`config.mk`:
```
export PLATFORM = sky130hd
export DESIGN_NAME = booth_pcs_recoder
export DESIGN_NICKNAME = d
export VERILOG_FILES = /design/src/rtl/rcd_pkg.sv /design/src/rtl/rcd_true_carry.sv /design/src/rtl/rcd_tuple_gen.sv /design/src/rtl/rcd_digit_sel.sv /design/src/rtl/booth_pcs_recoder.sv
export SDC_FILE = /design/constraint.sdc
export NUM_CORES = 1
export LEC_CHECK = 0
export BUFFER_PORTS_ARGS = -buffer_cell sky130_fd_sc_hd__buf_2
export CORE_AREA = 4 4 41 43
export DETAILED_ROUTE_END_ITERATION = 12
export DIE_AREA = 0 0 45 47
export GPL_TIMING_DRIVEN = 0
export PLACE_DENSITY = 0.86
export SETUP_SLACK_MARGIN = 0.02
export SLEW_MARGIN = 20
export SYNTH_ARGS = -nofsm -noshare
export SYNTH_HDL_FRONTEND = slang
export SYNTH_SLANG_ARGS = --single-unit
```
`constraint.sdc`:
```
create_clock -name vclk -period 7.77
set_input_delay 1.554 -clock vclk [all_inputs]
set_output_delay 1.554 -clock vclk [all_outputs]
set_load 0.02 [all_outputs]
```
`src/rtl/rcd_pkg.sv`:
```
package rcd_pkg;

    localparam int unsigned RCD_WIDTH = 16;
    localparam int unsigned RCD_FRAG  = 4;

    // One Booth digit in select-line form
    typedef struct packed {
        logic neg;
        logic one;
        logic two;
    } bsel_t;

    // Ordinary recoding of {hi, mid, lo}
    function automatic bsel_t enc_plain(input logic [2:0] t);
        bsel_t r;
        r = '0;
        case (t)
            3'b001, 3'b010: r.one = 1'b1;
            3'b011:         r.two = 1'b1;
            3'b100: begin r.two = 1'b1; r.neg = 1'b1; end
            3'b101, 3'b110: begin r.one = 1'b1; r.neg = 1'b1; end
            default:        r = '0;
        endcase
        return r;
    endfunction

    // Recoding of {hi, mid, lo} with a one added at the mid position.
    // The carry out of hi is dropped, because the next digit's control absorbs it.
    function automatic bsel_t enc_plus1(input logic [2:0] t);
        bsel_t r;
        r = '0;
        case (t)
            3'b000, 3'b111: r.one = 1'b1;
            3'b001:         r.two = 1'b1;
            3'b010: begin r.two = 1'b1; r.neg = 1'b1; end
            3'b011, 3'b100: begin r.one = 1'b1; r.neg = 1'b1; end
            default:        r = '0;
        endcase
        return r;
    endfunction

    // Signed value of a digit, used by the checks
    function automatic int bsel_value(input bsel_t s);
        int m;
        m = s.two ? 2 : (s.one ? 1 : 0);
        return s.neg ? -m : m;
    endfunction

endpackage

```
`src/rtl/rcd_true_carry.sv`:
```
module rcd_true_carry #(
    parameter int W    = 16,
    parameter int FRAG = 4,
    localparam int NF  = W / FRAG
) (
    input  logic [W-1:0]  sum_w,
    input  logic [NF-2:0] sav_cry,
    output logic [NF-1:0] frag_cin
);

    logic [NF-2:0] grp_gen;
    logic [NF-2:0] grp_prop;

    genvar j;
    generate
        for (j = 0; j < NF - 1; j++) begin : g_frag
            assign grp_gen[j]    = sav_cry[j];
            assign grp_prop[j]   = &sum_w[j*FRAG +: FRAG];
            assign frag_cin[j+1] = grp_gen[j] | (grp_prop[j] & frag_cin[j]);
        end
    endgenerate

    assign frag_cin[0] = 1'b0;

    always_comb begin
        for (int k = 0; k < NF - 1; k++) begin

            legal_cry_chk: assert (!(sav_cry[k] && (&sum_w[k*FRAG +: FRAG])))
                else $error("saved carry %0d set above an all-ones fragment", k);
        end
    end

endmodule

```
`src/rtl/rcd_tuple_gen.sv`:
```
module rcd_tuple_gen #(
    parameter int W    = 16,
    parameter int FRAG = 4,
    localparam int NF  = W / FRAG,
    localparam int ND  = W / 2
) (
    input  logic [W-1:0]        sum_w,
    input  logic [NF-1:0]       frag_cin,
    output logic [ND-1:0][2:0]  tup,
    output logic [ND-1:0]       ctrl
);

    // True carry into each bit position, which rides on the fragment carry
    logic [W-1:0] bit_cin;

    always_comb begin
        bit_cin = '0;
        for (int i = 0; i < W; i++) begin
            if ((i % FRAG) == 0) begin
                bit_cin[i] = frag_cin[i / FRAG];
            end else begin
                bit_cin[i] = bit_cin[i-1] & sum_w[i-1];
            end
        end
    end

    genvar p;
    generate
        for (p = 0; p < ND; p++) begin : g_dig
            assign ctrl[p] = bit_cin[2*p];
            if (p == 0) begin : g_first
                assign tup[p] = {sum_w[1], sum_w[0], 1'b0};
            end else begin : g_rest
                assign tup[p] = {sum_w[2*p+1], sum_w[2*p], sum_w[2*p-1] ^ bit_cin[2*p-1]};
            end
        end
    endgenerate

endmodule

```
`src/rtl/rcd_digit_sel.sv`:
```
module rcd_digit_sel
    import rcd_pkg::*;
#(
    parameter int ND = 8
) (
    input  logic [ND-1:0][2:0] tup,
    input  logic [ND-1:0]      ctrl,
    output bsel_t [ND-1:0]     sel
);

    genvar p;
    generate
        for (p = 0; p < ND; p++) begin : g_enc
            bsel_t plain_s;
            bsel_t adj_s;
            assign plain_s = enc_plain(tup[p]);
            assign adj_s   = enc_plus1(tup[p]);
            assign sel[p]  = ctrl[p] ? adj_s : plain_s;
        end
    endgenerate

endmodule

```
`src/rtl/booth_pcs_recoder.sv`:
```
module booth_pcs_recoder
    import rcd_pkg::*;
#(
    parameter int W    = RCD_WIDTH,
    parameter int FRAG = RCD_FRAG,
    localparam int NF  = W / FRAG,
    localparam int ND  = W / 2
) (
    input  logic [W-1:0]  mul_sum_i,
    input  logic [NF-2:0] mul_cry_i,
    output logic [ND-1:0] dig_neg_o,
    output logic [ND-1:0] dig_one_o,
    output logic [ND-1:0] dig_two_o
);

    logic [NF-1:0]      frag_cin;
    logic [ND-1:0][2:0] tup;
    logic [ND-1:0]      ctrl;
    bsel_t [ND-1:0]     sel;

    rcd_true_carry #(.W(W), .FRAG(FRAG)) u_carry (
        .sum_w    (mul_sum_i),
        .sav_cry  (mul_cry_i),
        .frag_cin (frag_cin)
    );

    rcd_tuple_gen #(.W(W), .FRAG(FRAG)) u_tuple (
        .sum_w    (mul_sum_i),
        .frag_cin (frag_cin),
        .tup      (tup),
        .ctrl     (ctrl)
    );

    rcd_digit_sel #(.ND(ND)) u_sel (
        .tup  (tup),
        .ctrl (ctrl),
        .sel  (sel)
    );

    always_comb begin
        for (int p = 0; p < ND; p++) begin
            dig_neg_o[p] = sel[p].neg;
            dig_one_o[p] = sel[p].one;
            dig_two_o[p] = sel[p].two;
        end
    end

    // Checks across the carry, tuple and select stages
    logic [W-1:0] chk_y;
    longint       chk_acc;

    always_comb begin
        chk_y = mul_sum_i;
        for (int j = 0; j < NF - 1; j++) begin
            chk_y = chk_y + (W'(mul_cry_i[j]) << ((j + 1) * FRAG));
        end
        chk_acc = 0;
        for (int p = 0; p < ND; p++) begin
            chk_acc = chk_acc + (longint'(bsel_value(sel[p])) <<< (2 * p));

            sel_onehot_chk: assert (!(dig_one_o[p] && dig_two_o[p]))
                else $error("digit %0d drives one and two", p);

            zero_neg_chk: assert (!dig_neg_o[p] || dig_one_o[p] || dig_two_o[p])
                else $error("digit %0d negative zero", p);

            if (mul_cry_i == '0) begin
                plain_path_chk: assert (sel[p] == enc_plain({mul_sum_i[2*p+1], mul_sum_i[2*p],
                                        (p == 0) ? 1'b0 : mul_sum_i[(p == 0) ? 0 : 2*p-1]}))
                    else $error("digit %0d differs from plain recoding", p);
            end
        end

        digit_sum_chk: assert (chk_acc == longint'($signed(chk_y)))
            else $error("weighted digits %0d differ from operand %0d", chk_acc, $signed(chk_y));
    end

endmodule

```
* Word level (Yosys, flattened, before mapping)
Cells that the tools add are included.
** Cells by class
- Equality and inequality tests :: 51
- Multiplexer cells :: 48
- Bitwise gates (word level) :: 17
- Reductions and logical operators :: 49
** Operators with widths (count)
- $eq A3 B3 Y1 const B :: 27
- $reduce_or A4 Y1 :: 13
- $eq A3 B2 Y1 const B :: 14
- $mux W1 :: 42
- $reduce_or A3 Y1 :: 13
- $reduce_or A2 Y1 :: 15
- $eq A3 B1 Y1 const B :: 7
- $logic_not A3 Y1 :: 6
- $mux W3 :: 6
- $and A1 B1 Y1 :: 10
- $reduce_and A4 Y1 :: 2
- $xor A1 B1 Y1 :: 5
- $eq A2 B2 Y1 const B :: 2
- $eq A2 B1 Y1 const B :: 1
- $or A1 B1 Y1 :: 2
** Storage, ports and cells
- Bits in registers :: 0
- Output and inout bits :: 24
- Logic and storage cells :: 165

* Longest topological paths before layout
- Depth after elaboration :: 11
- Depth in mapped cells :: 10
- Gate-level depth less buffers :: 10

* Hierarchy
From an unflattened synthesis, not the netlist that was laid out.
** Unflattened totals
- Cells, all modules :: 133
- Area, all modules :: 924.6 um^2
** Modules (own cells, without submodules)
- rcd_digit_sel :: times used 1, cells an instance 90, area an instance 600.6 um^2
- rcd_tuple_gen :: times used 1, cells an instance 36, area an instance 274.0 um^2
- rcd_true_carry :: times used 1, cells an instance 7, area an instance 50.0 um^2

* Least setup slack after synthesis
Ideal clock, no wire load.
- Kind :: input port to output port
- Start :: input mul_sum_i[4]
- End :: output dig_neg_o[6]
- Arrival :: 3620 ps
- Data required time :: 6216 ps
- Slack :: 2596 ps
- Cell stages on the path :: 10
- Buffers on the path :: 0
- Cell sequence :: and2_4 a41o_1 nand2_1 inv_1 ha_1 nand2_1 xor2_1 nor3_1 or4b_1 o211ai_1
** On the way
- Longest elaborated chain between the ends :: 11
- Elaborated cells between the ends (all ways) :: 19
- Those cells by class :: 5 x eq/ne; 3 x mux; 8 x bitwise; 3 x reduce/logical
** Ends and longest elaborated chain
- from (decl) :: RTL line booth_pcs_recoder.sv:9 : input logic [W-1:0] mul_sum_i,
- $reduce_and A4 Y1 (*) :: RTL line rcd_true_carry.sv:18 : assign grp_prop[j] = &sum_w[j*FRAG +: FRAG];
- $and A1 B1 Y1 (*) :: RTL line rcd_true_carry.sv:19 : assign frag_cin[j+1] = grp_gen[j] | (grp_prop[j] & frag_cin[j]);
- $or A1 B1 Y1 (*) :: RTL line rcd_true_carry.sv:19
- $and A1 B1 Y1 (3 in a row) :: RTL line rcd_tuple_gen.sv:22 : bit_cin[i] = bit_cin[i-1] & sum_w[i-1];
- $xor A1 B1 Y1 :: RTL line rcd_tuple_gen.sv:34 : assign tup[p] = {sum_w[2*p+1], sum_w[2*p], sum_w[2*p-1] ^ bit_cin[2*p-1]};
- $eq A3 B3 Y1 (tied with other cells) :: RTL line rcd_pkg.sv:17 : case (t)
- $reduce_or A3 Y1 (no line)
- $mux W1 (on tied branches) :: RTL line rcd_pkg.sv:17, rcd_pkg.sv:32
- $mux W3 (*) :: RTL line rcd_digit_sel.sv:18 : assign sel[p] = ctrl[p] ? adj_s : plain_s;
- to (decl) :: RTL line booth_pcs_recoder.sv:11 : output logic [ND-1:0] dig_neg_o,
Mark *: on every way between the ends. The rest lies on a longest branch, timed or not.

* Worst setup path in the final report
Ends and elaborated chain as after synthesis.

==> results.yml <==
synthesis:
  yosysSeqAreaShare_pct: 0
  synthCells: 91
  syn-num-nets: 113
  synth_area_um2: 582
  ys_top_cells_by_area: "xnor2_1, xor2_1, a21oi_1, nor2_1, o21ai_0"
  synth.most_common_cell: "nor2_1"
  synth_top_area_share_pct: 12.0
  synth_top_cell_by_area: "xnor2_1"
  synth_cell_types: 33
  avgSynthCellArea_um2: 6.39
  yosys_warnings: 0
  synth_common_cells: "nor2_1, a21oi_1, o21ai_0, xnor2_1"
floorplanning:
  core.rowCount: 13
  die_x_um: 45
  io_pins: 43
  die_area_mm2: 0.00212
  coreArea_mm2: 0.00130
  start_util_pct: 44.7
  dieHeight_um: 47
timing:
  grt_setup_unrepaired: "false"
  period_minus_slack_ns: 5.60
  hold_viol_final: 0
  fmax_ghz: 0.179
  relSlewSlack_pct: 62.9
  slew_violations: 0
  worstMarginPinSlew_ns: 0.554
  setup_tns_ns: 0
  finalSetupViolCount: 0
  fin_crit_sh_pct: 72.0
final_layout:
  fillers: 139
  nFlopsAndLatches: 0
  clkbuf_count: 0
  seq_area_um2: 0
  nNetsFinal: 157
  drive_above_1_share_pct: 33.8
  antennaDiodeCount: 0
  syn_to_final_growth_pct: 39.4
grt:
  gr-usage-all-layers_pct: 14.2
  antenna_found_initial: 0
  gr-total-overflow: 0
  grt_pass1_vias: 587
  grt_start_max_net_pins: 9
  grt_pass1_wl_um: 2400
drt:
  drc: 0
  drtAntennaViolNets: 0
  drt-initial-drc-count: 18
  vias: 784
  dr.pass1.iters: 4
  wirelength_um: 1600
  viasPerCell: 5.30
  post_drt_wl_per_cell_um: 10.8
pwr:
  p_leak_nw: 0.429
  switching_share_pct: 61.6
  power_uw: 73.4
  seqPwrFrac_pct: 0
  p_int_uw: 28.2
  peakVddDrop_mv: 0.0495
  powerDensity_mw_per_mm2: 90.6
  combPwrFrac_pct: 100.0
  clockPowerShare_pct: 0
  p_switching_uw: 45.2
clock_network:
  ctsHoldBuffers: 0
  cts_setup_buffers: 0
  postCtsResizedCells: 0
worst_setup_path:
  worst-endpoint-required_ns: 6.22
  critical_path_arrival_ns: 4.04
  end_kind: "output port"
  path_class: "in2out"
  critPathMaxFanout: 8
  start_kind: "input pin"
min_path:
  hp-class: "in2out"
  whs_path_depth: 3
place:
  io_buffers: 42
  place_congestion: 0.739
  dpl.hpwl_um: 1350
status:
  outcome: "finished, final reports clean"
run:
  drv_cap: 0
==> path summary, 6_finish.rpt <==
check / from / endpoint
worst max-delay path: mul_sum_i[4] / dig_neg_o[6]
worst min-delay path: mul_sum_i[0] / dig_two_o[0]
==> stage by stage <==
| stage | cells | area [µm²] | utilization [%] | worst slack, ns | hold WS [ns] |
|---|---|---|---|---|---|
| final | 148 | 811 | 62.3 | 2.17 | 3.37 |
| after global routing | 148 | 811 | 62.3 | 1.92 | 3.39 |
| after global placement | 148 | 811 | 62.3 | 2.24 | 3.37 |
| after CTS | 148 | 811 | 62.3 | 2.17 | 3.37 |
| after floorplan | 91 | 582 | - | 2.60 | 3.19 |
| after detailed placement | 148 | 811 | 62.3 | 2.18 | 3.37 |
==> layout make-up <==
cell class         instances  area [µm²]  area share [%]
plain buffers              3        12.5            1.54
inverters                  5        18.8            2.31
multi-input cells         83         551            67.9
well taps                 15        18.8            2.31
repair buffers            42         210            25.9
==> power groups by stage <==
stage                     Sequential, mW  Clock, mW  Combinational (mW)
final                                  0          0              0.0734
after global placement                 0          0              0.0717
after floorplan                        0          0              0.0477
after CTS                              0          0              0.0737
after detailed placement               0          0              0.0735
after global routing                   0          0              0.0800
==> worst max-delay path, cell delays in order <==
cell and delay (ns):
buf_2 0.13, and2_4 0.17, a41o_1 0.27, nand2_1 0.10
inv_1 0.07, ha_1 0.24, nand2_1 0.13, xor2_1 0.48
nor3_1 0.09, or4b_1 0.51, o211ai_1 0.11, buf_2 0.19
==> routing by layer <==
| metal | vias to the layer above | global-route usage [%] | part of all wire [%] | routed length (µm) |
|---|---|---|---|---|
| met2 | 30 | 24.9 | 47 | 745 |
| met4 | 0 | 0 | 0 | 0 |
| met3 | 0 | 1.53 | 10 | 164 |
| li1 | 419 | - | - | - |
| met5 | - | 0 | 0 | 0 |
| met1 | 335 | 19.8 | 43 | 686 |
==> placed cells by master, fill, tap and decap left out, types with 2 or more instances in the layout <==
| cell | instances |
|---|---|
| buf_2 | 42 |
| nor2_1 | 11 |
| a21oi_1 | 9 |
| xnor2_1 | 8 |
| o21ai_0 | 8 |
| nand2_1 | 7 |
| xor2_1 | 7 |
| inv_1 | 5 |
| ha_1 | 3 |
| o31ai_1 | 2 |
| o31a_1 | 2 |
| or3_1 | 2 |
| a211oi_1 | 2 |
| nand3_1 | 2 |
| and4b_1 | 2 |
| nor2b_1 | 2 |
| clkbuf_1 | 2 |
==> cell families (layout without fill, tap and decap cells) <==
| kind of cell | count (synthesis) | after routing | synth area share [%] |
|---|---|---|---|
| xor+xnor | 15 | 15 | 22.6 |
| fa+ha+maj | 4 | 4 | 8.17 |
| simple gates | 36 | 36 | 33.6 |
| compound gates | 27 | 27 | 28.6 |
| buf+inv | 8 | 50 | 5.38 |
| mux | 1 | 1 | 1.72 |
No activity file was read; power rests on OpenSTA's default activity.
